**src/rtl/eac_pkg.sv**
```systemverilog
package eac_pkg;

  typedef enum logic {
    EAC_ONES = 1'b0,
    EAC_DIM1 = 1'b1
  } eac_mode_e;

  // number of prefix levels needed to span w bits
  function automatic int eac_levels(input int w);
    int n;
    n = 0;
    while ((1 << n) < w) n++;
    return (n == 0) ? 1 : n;
  endfunction

endpackage

```
**src/rtl/eac_pregen.sv**
```systemverilog
module eac_pregen #(
  parameter int WIDTH = 16
) (
  input  logic [WIDTH-1:0] a_in,
  input  logic [WIDTH-1:0] b_in,
  output logic [WIDTH-1:0] gen_o,
  output logic [WIDTH-1:0] prop_o
);

  genvar k;
  generate
    for (k = 0; k < WIDTH; k++) begin : g_bit
      assign gen_o[k]  = a_in[k] & b_in[k];
      assign prop_o[k] = a_in[k] ^ b_in[k];
    end
  endgenerate

  // a bit cannot both generate and propagate
  always_comb begin
    gp_excl_chk : assert ((gen_o & prop_o) == '0)
      else $error("generate and propagate overlap");
  end

endmodule

```
**src/rtl/eac_prefix_tree.sv**
```systemverilog
module eac_prefix_tree
  import eac_pkg::*;
#(
  parameter int WIDTH = 16
) (
  input  logic [WIDTH-1:0] gen_i,
  input  logic [WIDTH-1:0] prop_i,
  output logic [WIDTH-1:0] grp_gen_o,
  output logic [WIDTH-1:0] grp_prop_o
);

  localparam int LVLS = eac_levels(WIDTH);

  logic [WIDTH-1:0] gl [0:LVLS];
  logic [WIDTH-1:0] pl [0:LVLS];

  assign gl[0] = gen_i;
  assign pl[0] = prop_i;

  genvar l, i;
  generate
    for (l = 0; l < LVLS; l++) begin : g_lvl
      for (i = 0; i < WIDTH; i++) begin : g_node
        if (((i >> l) & 1) == 1) begin : g_merge
          // partner is the top bit of the lower half of this span
          localparam int J = ((i >> l) << l) - 1;
          assign gl[l+1][i] = gl[l][i] | (pl[l][i] & gl[l][J]);
          assign pl[l+1][i] = pl[l][i] & pl[l][J];
        end else begin : g_pass
          assign gl[l+1][i] = gl[l][i];
          assign pl[l+1][i] = pl[l][i];
        end
      end
    end
  endgenerate

  assign grp_gen_o  = gl[LVLS];
  assign grp_prop_o = pl[LVLS];

  // a group cannot generate while all of its bits propagate
  always_comb begin
    grp_excl_chk : assert ((grp_gen_o & grp_prop_o) == '0)
      else $error("group generate with full propagate");
  end

endmodule

```
**src/rtl/eac_fold_row.sv**
```systemverilog
module eac_fold_row #(
  parameter int WIDTH = 16
) (
  input  logic             dim1_i,
  input  logic [WIDTH-1:0] prop_i,
  input  logic [WIDTH-1:0] grp_gen_i,
  input  logic [WIDTH-1:0] grp_prop_i,
  output logic [WIDTH-1:0] sum_o
);

  logic             carry_top;
  logic             eac_cin;   // high-fanout fed-back carry, one net
  logic [WIDTH-1:0] bit_cin;

  assign carry_top = grp_gen_i[WIDTH-1];
  assign eac_cin   = dim1_i ? ~carry_top : carry_top;

  assign bit_cin[0] = eac_cin;
  genvar k;
  generate
    for (k = 1; k < WIDTH; k++) begin : g_sel
      assign bit_cin[k] = eac_cin ? (grp_gen_i[k-1] | grp_prop_i[k-1])
                                  : grp_gen_i[k-1];
    end
  endgenerate

  assign sum_o = prop_i ^ bit_cin;

  // one's complement full propagate gives all ones
  always_comb begin
    if (!dim1_i && (prop_i == '1)) begin
      ones_zero_chk : assert (sum_o == '1)
        else $error("all-ones result altered");
    end
  end

endmodule

```
**src/rtl/eac_modadd.sv**
```systemverilog
module eac_modadd
  import eac_pkg::*;
#(
  parameter int WIDTH = 16
) (
  input  logic             clk,
  input  logic             rst,
  input  logic             in_vld,
  input  logic             mode_dim1,
  input  logic [WIDTH-1:0] op_a,
  input  logic [WIDTH-1:0] op_b,
  output logic [WIDTH-1:0] sum_q,
  output logic             out_vld
);

  logic [WIDTH-1:0] gen_w, prop_w, ggen_w, gprop_w, sum_w;
  eac_mode_e        mode_w;

  assign mode_w = eac_mode_e'(mode_dim1);

  eac_pregen #(.WIDTH(WIDTH)) u_pre (
    .a_in   (op_a),
    .b_in   (op_b),
    .gen_o  (gen_w),
    .prop_o (prop_w)
  );

  eac_prefix_tree #(.WIDTH(WIDTH)) u_tree (
    .gen_i      (gen_w),
    .prop_i     (prop_w),
    .grp_gen_o  (ggen_w),
    .grp_prop_o (gprop_w)
  );

  eac_fold_row #(.WIDTH(WIDTH)) u_fold (
    .dim1_i     (mode_w == EAC_DIM1),
    .prop_i     (prop_w),
    .grp_gen_i  (ggen_w),
    .grp_prop_i (gprop_w),
    .sum_o      (sum_w)
  );

  always_ff @(posedge clk) begin
    if (rst) begin
      sum_q   <= '0;
      out_vld <= 1'b0;
    end else begin
      out_vld <= in_vld;
      if (in_vld) sum_q <= sum_w;
    end
  end


  vld_delay_chk : assert property (@(posedge clk) disable iff (rst)
    out_vld == $past(in_vld))
    else $error("valid not delayed by one");


  sum_hold_chk : assert property (@(posedge clk) disable iff (rst)
    !in_vld |=> $stable(sum_q))
    else $error("sum changed without valid");


  ones_inv_chk : assert property (@(posedge clk) disable iff (rst)
    (in_vld && !mode_dim1 && (op_a == ~op_b)) |=> (sum_q == '1))
    else $error("complementary operands did not give all ones");


  dim_zero_chk : assert property (@(posedge clk) disable iff (rst)
    (in_vld && mode_dim1 && (op_a == '0)) |=> (sum_q == $past(op_b) + 1'b1))
    else $error("diminished-one zero operand wrong");


  ones_ident_chk : assert property (@(posedge clk) disable iff (rst)
    (in_vld && !mode_dim1 && (op_a == '0)) |=> (sum_q == $past(op_b)))
    else $error("one's complement identity wrong");

endmodule

```
**config.mk**
```make
export PLATFORM = sky130hd
export DESIGN_NAME = eac_modadd
export DESIGN_NICKNAME = d
export VERILOG_FILES = /design/src/rtl/eac_pkg.sv /design/src/rtl/eac_pregen.sv /design/src/rtl/eac_prefix_tree.sv /design/src/rtl/eac_fold_row.sv /design/src/rtl/eac_modadd.sv
export SDC_FILE = /design/constraint.sdc
export NUM_CORES = 1
export LEC_CHECK = 0
export CORE_MARGIN = 2
export CORE_UTILIZATION = 41
export CTS_CLUSTER_DIAMETER = 60
export CTS_CLUSTER_SIZE = 40
export DETAILED_ROUTE_END_ITERATION = 10
export PLACE_DENSITY = 0.76
export SKIP_CTS_REPAIR_TIMING = 1
export SLEW_MARGIN = 40
export SYNTH_ARGS = -nofsm -noshare
export SYNTH_HDL_FRONTEND = slang
export SYNTH_SLANG_ARGS = --single-unit
export TNS_END_PERCENT = 50
```
**constraint.sdc**
```tcl
create_clock -name clk -period 2.9 [get_ports clk]
set_clock_uncertainty 0.05 [all_clocks]
set_input_delay 0.29 -clock clk [delete_from_list [all_inputs] [get_ports clk]]
set_output_delay 0.29 -clock clk [all_outputs]
set_load 0.05 [all_outputs]
```
==> metrics <==
status=completed; initial antenna violation count=0; post-synthesis sequential element count=17; Initial Util=0.435; synthesized area=1490 sq um; Clk pwr share=0.159; CTS Buf Count=3; Wirelength per Cell=13.1 um; gr ovfl total=0; I/O Pins=53; minimum clock period=2.81 ns; RePlAce Congestion=0.816; cell count after synthesis=179; Max-cap violations=0; Die Wd=64.2 um; share of power burned in combinational logic=0.529; Synth Flop Type=dfxtp_1; CP required=3.07 ns; Final Hold Fails=0; P_int=529 uW; root buf cell=clkbuf_4; vias in the first global route=1566; drt pass-1 iters=4; Final Setup Violations=0; die area=~4100 sq um; power density of the placed cells=373 nW/um^2; post-synth top area cell=dfxtp_1; setup tns final=0 ns; Slew headroom=0.661; top post-synthesis cells by area=dfxtp_1 23%, ha_1 14%, a21oi_1 4.0%, nand2b_1 3.8%, nand2_1 3.5%; Slew @ Worst Pin=0.507 ns; row cnt=21; IR drop worst, VDD=0.164 mV; post-synth cell types=53; fillcell total=320; Flop pwr share=0.312; ys async rst share=0; syn_nets=between 200 and 250; via count=1664; leakage power figure=0.000963 uW; number of synthesized flops with an enable pin=0; fin util=0.681; Yosys top cell area share=0.229; CTS HTree Levels=1; most frequent cells in the layout=52 x clkdlybuf4s50_1, 32 x buf_4, 17 x ha_1, 17 x dfxtp_1, 14 x nand2_1; Iter 0 DRT Violations=85; Seq/Total Area, Yosys=0.229; drc violations=0; worst-skew pair later-pin latency=about 0.29 ns; maximum clock frequency=around 360 MHz; first-pass GRT wire length=6.83 mm; yosys warns=0; Clk pin slew, worst setup/hold paths=0.12 ns; GRT Overall Usage=0.205; vias per cell=approximately 5.4; CORE AREA=3420 sq um; CTS Buffer Depth=2; net switching power=339 uW; DRT Wirelength=4.03 mm; Worst setup EP type=register; Ant. Diodes=0; input/output buffers=52; most common cell after layout, fill and taps aside=clkdlybuf4s50_1; layout cells sized above 1=0.199; switch share=0.391; # clock sinks=17; Area growth, synth to finish=56.6%; CP Launch Type=input port; Hold Path Class=register to register; Avg Synthesized Cell Area=8.30 sq um; Tcrit/Tclk final=0.968; Worst EP arrival=2.97 ns; clock tree from TritonCTS=done; worst hold slack=between 0.4 and 0.5 ns; Final Max Slew Viols=0; DPL Wire Length=3.12 mm; die height=about 64 um; Critical Path Fanout Max=4; critical path type=input port to register; Nets=~320; largest net degree at the start of global routing=32; overall power=869 uW; Final ANT Viol Nets=0
==> flip-flops by register name, summed over array words and instances (netlist names) <==
name / flops
sum_q: 16
out_vld: 1
==> cells in the mapped netlist, drive strengths merged, types with 4 or more instances <==
cell type and instances:
dfxtp 17, ha 17, nand2 14, a21oi 13
nand2b 9, nor2 9, o21ai 9, inv 7
clkbuf 6, nand3b 6, o311ai 6, a21o 5
nand3 5, nor3b 5, or3b 4
==> critical path, stage by stage <==
cell and delay, ns:
clkdlybuf4s50_1 0.42, ha_1 0.29, a21o_1 0.20, a31o_1 0.26, or4_4 0.53, o311a_4 0.16, a31oi_2 0.20, nor2b_1 0.07
or3_1 0.30, a32o_1 0.25
==> logic make-up after synthesis <==
logic type	after synthesis	synth area share
AO/OA/AOI/OAI	55	0.277
XOR/XNOR	4	0.0236
adder cells (fa/ha/maj)	17	0.143
buffers and inverters	13	0.0328
flip-flops	17	0.229
multiplexers	1	0.00673
AND/OR/NAND/NOR	72	0.288
==> final cells by class <==
class | instances | area [sq um] | share of cell area
well taps | 46 | 57.6 | 0.0247
inverters | 7 | 26.3 | 0.0113
clock inverters | 1 | 5.00 | 0.00215
clock buffers | 3 | 22.5 | 0.00968
flip-flops and latches | 17 | 340 | 0.146
repair buffers | 84 | 761 | 0.327
multi-input cells | 149 | 1110 | 0.479
==> routing by layer <==
| layer | up-vias | global-route usage | part of all wire |
|---|---|---|---|
| li1 | 855 | - | - |
| met4 | 0 | 0.0718 | 0.015 |
| met1 | 761 | 0.278 | 0.48 |
| met5 | - | 0 | 0 |
| met3 | 4 | 0.00704 | 0.038 |
| met2 | 44 | 0.349 | 0.46 |
==> stage by stage <==
| stage | setup WS, ns | instances | area (sq um) |
|---|---|---|---|
| 6_report | 0.0929 | 307 | 2330 |
| 5_1_grt | -0.0204 | 307 | 2330 |
| 4_1_cts | 0.0905 | 307 | 2310 |
| 3_5_place_dp | -0.222 | 303 | 2280 |
| 3_3_place_gp | -0.191 | 303 | 2280 |
| 2_1_floorplan | 0.220 | 179 | 1490 |
==> power by group through the flow <==
stage                     clock network [uW]  logic (uW)  registers [uW]
after floorplan                            0         178             361
after global placement                     0         449             276
after detailed placement                   0         453             276
after CTS                                141         455             271
after global routing                     152         500             274
final                                    139         459             271
==> worst paths after layout <==
path	startpoint	to	slack, ns	cells after the start
setup / recovery	op_b[13]	sum_q[2]$_SDFFE_PP0P_	0.09	10
hold / removal	sum_q[12]$_SDFFE_PP0P_	sum_q[12]$_SDFFE_PP0P_	0.43	2
setup reg to reg	sum_q[14]$_SDFFE_PP0P_	sum_q[14]$_SDFFE_PP0P_	1.86	2
hold reg to reg	sum_q[12]$_SDFFE_PP0P_	sum_q[12]$_SDFFE_PP0P_	0.43	2
Power figures use the tool's default switching activity.
